**src/rtl/tmr_pkg.sv**
```systemverilog
package tmr_pkg;
    typedef enum logic [1:0] {
        ACC_LATCH = 2'd0,
        ACC_LO    = 2'd1,
        ACC_HI    = 2'd2,
        ACC_WORD  = 2'd3
    } acc_e;

    typedef enum logic {
        PTR_FIRST  = 1'b0,
        PTR_SECOND = 1'b1
    } ptr_e;

    typedef enum logic [2:0] {
        CL_EMPTY   = 3'd0,
        CL_LO_ONLY = 3'd1,
        CL_HI_ONLY = 3'd2,
        CL_WORD_LO = 3'd3,
        CL_WORD_HI = 3'd4
    } cl_e;
endpackage

```
**src/rtl/tmr_cmd_decode.sv**
```systemverilog
module tmr_cmd_decode #(
    parameter int NCH = 3,
    parameter int AW  = 2,
    parameter int DW  = 8
) (
    input  logic           cs,
    input  logic           wr,
    input  logic           rd,
    input  logic [AW-1:0]  addr,
    input  logic [DW-1:0]  wdata,
    output logic [NCH-1:0] prog,
    output logic [NCH-1:0] lcnt,
    output logic [NCH-1:0] lsts,
    output logic [NCH-1:0] data_we,
    output logic [NCH-1:0] data_rd
);
    localparam logic [AW-1:0] CTRL_ADDR = AW'(NCH);
    localparam logic [1:0]    RB_CODE   = 2'(NCH);

    logic       ctl_wr;
    logic [1:0] sel;
    logic [1:0] acc;
    logic       is_rb;

    assign ctl_wr = cs && wr && (addr == CTRL_ADDR);
    assign sel    = wdata[7:6];
    assign acc    = wdata[5:4];
    assign is_rb  = (sel == RB_CODE);

    for (genvar i = 0; i < NCH; i++) begin : g_ch
        logic hit;
        assign hit        = !is_rb && (sel == 2'(i));
        assign prog[i]    = ctl_wr && hit && (acc != 2'd0);
        assign lcnt[i]    = ctl_wr && ((hit && (acc == 2'd0)) ||
                                       (is_rb && !wdata[5] && wdata[i+1]));
        assign lsts[i]    = ctl_wr && is_rb && !wdata[4] && wdata[i+1];
        assign data_we[i] = cs && wr && (addr == AW'(i));
        assign data_rd[i] = cs && rd && !wr && (addr == AW'(i));
    end
endmodule

```
**src/rtl/tmr_wr_seq.sv**
```systemverilog
module tmr_wr_seq
    import tmr_pkg::*;
#(
    parameter int DW = 8,
    parameter int CW = 16
) (
    input  logic          clk,
    input  logic          rst_n,
    input  logic          prog,
    input  logic          data_we,
    input  acc_e          acc,
    input  logic [DW-1:0] wdata,
    output logic          load_stb,
    output logic [CW-1:0] load_val
);
    ptr_e          wst;
    logic [DW-1:0] hold;

    // state register
    always_ff @(posedge clk) begin
        if (!rst_n) begin
            wst <= PTR_FIRST;
        end else if (prog) begin
            wst <= PTR_FIRST;
        end else if (data_we && acc == ACC_WORD) begin
            unique case (wst)
                PTR_FIRST:  wst <= PTR_SECOND;
                PTR_SECOND: wst <= PTR_FIRST;
            endcase
        end
    end

    // outputs
    always_ff @(posedge clk) begin
        if (!rst_n) begin
            load_stb <= 1'b0;
            load_val <= '0;
            hold     <= '0;
        end else begin
            load_stb <= 1'b0;
            if (data_we) begin
                unique case (acc)
                    ACC_LO: begin
                        load_stb <= 1'b1;
                        load_val <= {{(CW-DW){1'b0}}, wdata};
                    end
                    ACC_HI: begin
                        load_stb <= 1'b1;
                        load_val <= {wdata, {(CW-DW){1'b0}}};
                    end
                    ACC_WORD: begin
                        if (wst == PTR_FIRST) begin
                            hold <= wdata;
                        end else begin
                            load_stb <= 1'b1;
                            load_val <= {wdata, hold};
                        end
                    end
                    ACC_LATCH: ;
                endcase
            end
        end
    end
endmodule

```
**src/rtl/tmr_rd_seq.sv**
```systemverilog
module tmr_rd_seq
    import tmr_pkg::*;
#(
    parameter int DW = 8,
    parameter int CW = 16,
    parameter int MW = 3
) (
    input  logic          clk,
    input  logic          rst_n,
    input  logic          prog,
    input  logic          lcnt,
    input  logic          lsts,
    input  logic          rd_en,
    input  acc_e          acc,
    input  logic [MW-1:0] mode,
    input  logic          bcd,
    input  logic          out_lvl,
    input  logic [CW-1:0] live,
    output logic [DW-1:0] rd_byte
);
    ptr_e          rptr;
    cl_e           cl;
    logic [CW-1:0] snap;
    logic          sts_pend;
    logic [DW-1:0] sts_byte;
    logic          live_rd;

    assign live_rd = rd_en && !sts_pend && (cl == CL_EMPTY);

    // state registers
    always_ff @(posedge clk) begin
        if (!rst_n) begin
            rptr     <= PTR_FIRST;
            cl       <= CL_EMPTY;
            snap     <= '0;
            sts_pend <= 1'b0;
            sts_byte <= '0;
        end else begin
            if (prog) begin
                rptr <= PTR_FIRST;
            end else if (live_rd && acc == ACC_WORD) begin
                unique case (rptr)
                    PTR_FIRST:  rptr <= PTR_SECOND;
                    PTR_SECOND: rptr <= PTR_FIRST;
                endcase
            end

            if (lcnt && cl == CL_EMPTY) begin
                snap <= live;
                unique case (acc)
                    ACC_LO:  cl <= CL_LO_ONLY;
                    ACC_HI:  cl <= CL_HI_ONLY;
                    default: cl <= CL_WORD_LO;
                endcase
            end else if (rd_en && !sts_pend) begin
                unique case (cl)
                    CL_EMPTY:   cl <= CL_EMPTY;
                    CL_LO_ONLY: cl <= CL_EMPTY;
                    CL_HI_ONLY: cl <= CL_EMPTY;
                    CL_WORD_LO: cl <= CL_WORD_HI;
                    CL_WORD_HI: cl <= CL_EMPTY;
                    default:    cl <= CL_EMPTY;
                endcase
            end

            if (lsts && !sts_pend) begin
                sts_pend <= 1'b1;
                sts_byte <= {out_lvl, 1'b0, acc, mode, bcd};
            end else if (rd_en && sts_pend) begin
                sts_pend <= 1'b0;
            end
        end
    end

    // read data
    always_comb begin
        rd_byte = '0;
        if (sts_pend) begin
            rd_byte = sts_byte;
        end else begin
            unique case (cl)
                CL_LO_ONLY, CL_WORD_LO: rd_byte = snap[DW-1:0];
                CL_HI_ONLY, CL_WORD_HI: rd_byte = snap[CW-1:DW];
                default: begin
                    if (acc == ACC_HI || (acc == ACC_WORD && rptr == PTR_SECOND))
                        rd_byte = live[CW-1:DW];
                    else
                        rd_byte = live[DW-1:0];
                end
            endcase
        end
    end
endmodule

```
**src/rtl/tmr_bus_front.sv**
```systemverilog
module tmr_bus_front
    import tmr_pkg::*;
#(
    parameter int NCH = 3,
    parameter int DW  = 8,
    parameter int CW  = 16,
    parameter int MW  = 3,
    parameter int AW  = 2
) (
    input  logic              clk,
    input  logic              rst_n,
    input  logic              cs,
    input  logic              wr,
    input  logic              rd,
    input  logic [AW-1:0]     addr,
    input  logic [DW-1:0]     wdata,
    output logic [DW-1:0]     rdata,
    input  logic [NCH*CW-1:0] live_cnt,
    input  logic [NCH-1:0]    out_lvl,
    output logic [NCH-1:0]    load_stb,
    output logic [NCH*CW-1:0] load_val,
    output logic [NCH*MW-1:0] cnt_mode,
    output logic [NCH-1:0]    cnt_bcd
);
    localparam logic [MW-1:0] RESET_MODE = MW'(3);

    logic [NCH-1:0] prog, lcnt, lsts, data_we, data_rd;
    logic [DW-1:0]  ch_byte [NCH];

    tmr_cmd_decode #(.NCH(NCH), .AW(AW), .DW(DW)) u_dec (
        .cs(cs), .wr(wr), .rd(rd), .addr(addr), .wdata(wdata),
        .prog(prog), .lcnt(lcnt), .lsts(lsts),
        .data_we(data_we), .data_rd(data_rd)
    );

    for (genvar i = 0; i < NCH; i++) begin : g_ch
        acc_e          acc;
        logic [MW-1:0] mode;
        logic          bcd;

        always_ff @(posedge clk) begin
            if (!rst_n) begin
                acc  <= ACC_WORD;
                mode <= RESET_MODE;
                bcd  <= 1'b0;
            end else if (prog[i]) begin
                acc  <= acc_e'(wdata[5:4]);
                mode <= wdata[MW:1];
                bcd  <= wdata[0];
            end
        end

        assign cnt_mode[i*MW +: MW] = mode;
        assign cnt_bcd[i]           = bcd;

        tmr_wr_seq #(.DW(DW), .CW(CW)) u_wr (
            .clk(clk), .rst_n(rst_n), .prog(prog[i]), .data_we(data_we[i]),
            .acc(acc), .wdata(wdata),
            .load_stb(load_stb[i]), .load_val(load_val[i*CW +: CW])
        );

        tmr_rd_seq #(.DW(DW), .CW(CW), .MW(MW)) u_rd (
            .clk(clk), .rst_n(rst_n), .prog(prog[i]), .lcnt(lcnt[i]),
            .lsts(lsts[i]), .rd_en(data_rd[i]), .acc(acc), .mode(mode),
            .bcd(bcd), .out_lvl(out_lvl[i]), .live(live_cnt[i*CW +: CW]),
            .rd_byte(ch_byte[i])
        );
    end

    always_comb begin
        rdata = '0;
        for (int i = 0; i < NCH; i++) begin
            if (cs && rd && addr == AW'(i)) rdata = ch_byte[i];
        end
    end
endmodule

```
**config.mk**
```make
export PLATFORM = sky130hd
export DESIGN_NAME = tmr_bus_front
export DESIGN_NICKNAME = d
export VERILOG_FILES = /design/src/rtl/tmr_pkg.sv /design/src/rtl/tmr_cmd_decode.sv /design/src/rtl/tmr_wr_seq.sv /design/src/rtl/tmr_rd_seq.sv /design/src/rtl/tmr_bus_front.sv
export SDC_FILE = /design/constraint.sdc
export NUM_CORES = 1
export LEC_CHECK = 0
export CAP_MARGIN = 20
export CORE_MARGIN = 2
export CORE_UTILIZATION = 40
export DETAILED_ROUTE_END_ITERATION = 16
export HOLD_SLACK_MARGIN = 0.05
export MAX_ROUTING_LAYER = met4
export PLACE_DENSITY = 0.73
export SYNTH_ARGS = -nofsm -noshare
export SYNTH_HDL_FRONTEND = slang
export SYNTH_HIERARCHICAL = 1
export SYNTH_SLANG_ARGS = --single-unit
```
**constraint.sdc**
```tcl
create_clock -name clk -period 2.8 [get_ports clk]
set_input_delay 0.56 -clock clk [delete_from_list [all_inputs] [get_ports clk]]
set_output_delay 0.56 -clock clk [all_outputs]
set_load 0.01 [all_outputs]
```
==> impl_results.md, run 1 <==
* CP Launch Type: register
* Top_reg_cell synth: dfxtp_1
* Initial antenna violation count at 2
* FFs w/ async S/R, synth at 0%
* Synth area leaders: dfxtp_1, mux2i_1, nand2_1
* Total Routed Length at 25.6 mm
* Setup slack, reg-to-reg at 0.80 ns
* First-pass DRT Iterations at 5
* Placed Instance Area at 11100 sq um
* PortBufs at 136
* Hold Crit Class: reg -> reg
* I/O pins at 137
* Largest net degree at the start of global routing at 181
* Fin. max-slew vios at 0
* Global route total overflow at 0
* Via density at 5.47
* Initial DRC count at 554
* Clock Path Buffers at 2
* Peak VDD IR at 315 uV
* Synth Warn # at 6
* Least-Margin Pin Slew at 0.698 ns
* Die Y at 155 um
* CP Capture Type: primary output
* Slew headroom at 53.5%
* Static Leak at 4.55 nW
* First-pass GRT wire length at 40.6 mm
* Total power at 5.59 mW
* Final net count at 1265
* Share of post-route cells with drive strength above 1 at 13.4%
* Largest fanout on the critical path at 7
* # hold bufs at CTS at 0
* Global Route Usage Sum at 21.7%
* Max-cap viol count at 0
* CTS tree: built
* Core area at 22600 sq um
* DP Wirelength at 17.8 mm
* WS Path Type: reg -> out
* Syn_nets at 1106
* Cell variety after synth at 49
* DR DRC count at 0
* Post-synth top area cell: dfxtp_1
* Clock sink count at 180
* Worst-path clk slew at 0.07 ns
* Fill count at 2102
* Fin Hold WS at 0.454 ns
* Final Hold Vio Count at 0
* Mapped Cells at 1031
* Vias at 8152
* Vias in the first global route at 7798
* Antenna violation net count after detailed routing at 0
* Die Span X at 155 um
* Gp weighted congestion at 0.907
* Synth-to-layout area growth at 28.7%
* Final setup fails at 0
* Unrepaired setup endpoints after global routing: false
* Req. time, crit path at 2.24 ns
* #FFs+latches synth at 180
* Starting Density at 40.6%
* Seq/Total Area, Yosys at 39.3%
* CTS buffer count at 17
* Achievable Freq at 372 MHz
* Die Area at 24100 sq um
* Post-route minimum period at 2.69 ns
* H-tree Lvls at 4
* Setup TNS Final at 0 ns
* Finished Cell Area at 11800 sq um
* EDFF count, synth at 0
* Tcrit/Tclk final at 96.1%
* Yosys top cell area share at 39.3%
* Mapped Area at 9160 sq um
* Worst skew pair latency at 0.43 ns
* Worst Path Arrival at 2.13 ns
* Rows at 55
* Outcome: complete, no violations
* Syn avg cell area at 8.89 sq um
* Pwr/cell area at 474 nW/um^2
* Post-DR wirelength/cell at 17.2 um
* Setup Skew at 0.00932 ns
* Clk root buf: clkbuf_16
==> where the power goes <==
| group | switching [mW] | internal [mW] | total, mW |
|---|---|---|---|
| combinational | 0.248 | 0.246 | 0.494 |
| sequential | 0.0127 | 2.58 | 2.59 |
| clock | 1.01 | 1.50 | 2.51 |
==> state kept, by name, indices dropped and copies added, names as in the netlist, 6 cells and up <==
register and flops:
g_ch.u_rd/sts_byte 21, g_ch.mode 9, g_ch.u_rd/snap 48, g_ch.u_wr/hold 24
g_ch.u_wr/load_val 48, g_ch.acc 6, g_ch.u_rd/cl 9
==> Yosys cell counts, drive strengths merged (9+ instances only) <==
cell	instances
o211a	24
nand2b	16
ha	9
a221oi	9
mux2i	71
nor2b	66
clkbuf	31
o221ai	12
nand3	29
nand4	52
a21oi	21
and2b	9
a2bb2oi	9
inv	17
o21ai	51
o22a	12
buf	45
or3b	24
a21o	15
nand2	181
a21boi	81
dfxtp	180
nor2	13
==> critical path, cell delays in order, from the launching register on <==
cell	delay (ns)
dfxtp_2	0.36
nor3_4	0.24
nor2_4	0.09
buf_4	0.15
a21o_1	0.15
a2bb2oi_2	0.18
mux2i_1	0.10
o2bb2ai_1	0.17
clkdlybuf4s15_1	0.26
==> metrics by stage <==
stage / util (%) / worst slack, ns / instances
after floorplan: - / 0.817 / 1031
after global placement: 49.2 / -0.279 / 1454
after detailed placement: 49.2 / -0.235 / 1454
after CTS: 52.1 / -0.000466 / 1485
after global routing: 52.2 / 0.0115 / 1489
final: 52.2 / 0.109 / 1489
==> timing repair <==
item | in CTS | in global routing
pin swaps | 2 | 7
setup endpoints to repair | 8 | 8
setup buffers | 0 | 2
resized for setup | 22 | 23
==> placed cells by master, fill, tap and decap left out, types with 15 or more instances in the layout <==
| cell type | netlist | final |
|---|---|---|
| a21boi_0 | 18 | 18 |
| a21boi_1 | 63 | 63 |
| a21o_1 | 15 | 15 |
| a21oi_1 | 21 | 21 |
| buf_4 | 12 | 74 |
| clkbuf_16 | 0 | 17 |
| clkdlybuf4s50_1 | 0 | 127 |
| dfxtp_1 | 180 | 171 |
| inv_1 | 17 | 17 |
| mux2i_1 | 71 | 68 |
| nand2_1 | 178 | 178 |
| nand2b_1 | 16 | 15 |
| nand3_1 | 29 | 29 |
| nand4_1 | 52 | 52 |
| nor2b_1 | 66 | 66 |
| o211a_1 | 24 | 24 |
| o21ai_0 | 48 | 47 |
| or3b_1 | 24 | 24 |
==> path summary, 6_finish.rpt <==
check / start / to / cells after the start
hold / removal: g_ch[2].u_rd/snap[6] / g_ch[2].u_rd/snap[6] / 2
setup / recovery: g_ch[1].u_rd/cl[0] / rdata[5] / 8
hold reg to reg: g_ch[2].u_rd/snap[6] / g_ch[2].u_rd/snap[6] / 2
setup reg to reg: g_ch[0].acc[1] / g_ch[0].u_wr/load_val[2] / 6
==> cells by family after synthesis <==
kind of cell    share of synthesized area, %
buf+inv                                 5.79
compound gates                          20.3
xor+xnor                               0.820
flops                                   39.3
fa+ha+maj                               1.23
mux                                     7.76
simple gates                            24.7
==> routing by layer <==
metal	share of wire (%)	GRT usage, %	vias up	wire length [um]
met2	47	33.5	237	12000
met1	45	28.5	3899	11600
met4	1.7	7.25	0	431
met5	0	-	-	0
li1	-	-	3982	-
met3	6.1	4.51	34	1570
==> cell type report <==
class,instances,area (sq um),share of cell area [%]
multi-input combinational,758,5110,43.4
sequential,180,3620,30.7
timing repair buffer,216,2020,17.1
clock buffer,24,492,4.17
tap,285,357,3.02
clock inverter,7,120,1.02
inverter,17,63.8,0.541
antenna,2,5.00,0.0424
(Power assumes the default switching activity.)
==> run 2: changes to the inputs <==
--- a/config.mk
+++ b/config.mk
@@ -6,7 +6,7 @@
 export NUM_CORES = 1
 export LEC_CHECK = 0
 export CAP_MARGIN = 20
-export CORE_MARGIN = 2
+export CORE_MARGIN = 1.5
 export CORE_UTILIZATION = 40
 export DETAILED_ROUTE_END_ITERATION = 16
 export HOLD_SLACK_MARGIN = 0.05
==> impl_results.md, run 2 (synthesis results as in run 1) <==
* H-tree Lvls at 4
* Gp weighted congestion at 0.885
* Finished Cell Area at 11900 sq um
* Pwr/cell area at 478 nW/um^2
* Antenna violation net count after detailed routing at 0
* Worst skew pair latency at 0.43 ns
* Worst path max stage delay at 0.38 ns
* CP Launch Type: register
* Static Leak at 4.60 nW
* Rows at 55
* Placed Instance Area at 11100 sq um
* Commonest non-fill, non-tap cell in the layout: nand2_1
* Final std cells w/o fill at 1492
* Total power at 5.68 mW
* Initial DRC count at 482
* Die Y at 154 um
* Via density at 5.47
* Most frequent cells in the layout: nand2_1, dfxtp_1, clkdlybuf4s50_1
* First-pass DRT Iterations at 7
* WS Path Type: reg -> out
* Core area at 22600 sq um
* Worst reg2reg startpoint: g_ch[2].acc[1]
* CTS buffer count at 17
* Peak VDD IR at 334 uV
* Vias at 8163
* Achievable Freq at 364 MHz
* Synth-to-layout area growth at 29.7%
* Starting Density at 40.6%
* Clock sink count at 180
* Vias in the first global route at 7893
* Final Hold Vio Count at 0
* Cell Chain, Critical Path: nor3_4, nor2_4, buf_6, a21oi_1, o22a_1, mux2i_1, o2bb2ai_2, clkdlybuf4s15_1
* Total Routed Length at 25.7 mm
* Final net count at 1269
* Largest net degree at the start of global routing at 68
* Slew headroom at 58.5%
* Post-route minimum period at 2.75 ns
* PortBufs at 136
* Biggest regs: g_ch.u_rd/snap x48, g_ch.u_wr/load_val x48, g_ch.u_wr/hold x24
* Least-Margin Pin Slew at 0.623 ns
* Final core utilization at 52.6%
* First-pass GRT wire length at 40.9 mm
* Die Span X at 154 um
* Setup slack, reg-to-reg at 0.89 ns
* Diodes inserted at 0
* Outcome: complete, no violations
* Slowest-stage cell, CP: dfxtp_4
* DP Wirelength at 18.2 mm
* Clock Path Buffers at 2
* Crit path from: g_ch[1].u_rd/cl[2]
* Initial antenna violation count at 0
* Global route total overflow at 0
* Setup Skew at 0.00996 ns
* # hold bufs at CTS at 0
* Max-cap viol count at 0
* Global Route Usage Sum at 22.0%
* CP Capture Type: primary output
* Worst Path Arrival at 2.19 ns
* Placed cells at 1458
* Fin. max-slew vios at 0
* Worst-path clk slew at 0.07 ns
* DR DRC count at 0
* I/O pins at 137
* Unrepaired setup endpoints after global routing: true
* Fin Hold WS at 0.453 ns
* CTS tree: built
* Die Area at 23800 sq um
* Share of post-route cells with drive strength above 1 at 13.8%
* Post-DR wirelength/cell at 17.2 um
* R2R depth at 6
* Clk root buf: clkbuf_16
* Largest fanout on the critical path at 6
* Final setup fails at 0
* Tcrit/Tclk final at 98.2%
* Req. time, crit path at 2.24 ns
* Hold Crit Depth at 2
* Hold Crit Class: reg -> reg
* Worst Hold Launch: g_ch[2].u_rd/snap[4]
==> run 2: where the power goes <==
part           total, mW  leakage [nW]  switching [mW]  internal (mW)
clock network       2.60         0.308            1.05           1.55
logic              0.498          2.84           0.249          0.250
registers           2.59          1.45          0.0129           2.57
total               5.68          4.60            1.31           4.38
==> run 2: final timing paths <==
kind                                   end
setup / recovery                  rdata[1]
hold reg to reg       g_ch[2].u_rd/snap[4]
hold / removal        g_ch[2].u_rd/snap[4]
setup reg to reg  g_ch[2].u_wr/load_val[0]
==> run 2: final cells by class <==
type | count | area, sq um
inverter | 17 | 63.8
clock inverter | 11 | 173
tap | 285 | 357
fill | 2116 | 10700
multi-input combinational | 758 | 5130
timing repair buffer | 220 | 2070
sequential | 180 | 3620
clock buffer | 21 | 460
==> run 2: metal layers <==
layer | part of all wire, % | track usage (%) | up-vias
met5 | 0 | - | -
met4 | 1.5 | 6.18 | 0
met3 | 4.8 | 3.87 | 26
met2 | 47 | 35.6 | 239
met1 | 46 | 28.5 | 3906
li1 | - | - | 3992
==> run 2: metrics by stage <==
step                      worst slack [ns]  TNS, ns
after floorplan                      0.817        0
after global routing               -0.0289  -0.0289
after detailed placement            -0.238    -2.63
final                               0.0512        0
after global placement              -0.279    -2.95
after CTS                         0.000535        0
==> run 2: critical path, delay by kind of cell (launching register included) <==
family	cells	cell delay (ns)
simple gates	2	0.32
mux	1	0.14
flops	1	0.38
buf+inv	2	0.38
compound gates	3	0.54
==> run 2: what timing repair did <==
| item | in CTS | in global routing |
|---|---|---|
| pin swaps | 4 | 3 |
| resized for setup | 27 | 19 |
| endpoints found under the setup margin | 8 | 8 |
| buffers inserted | 1 | 1 |
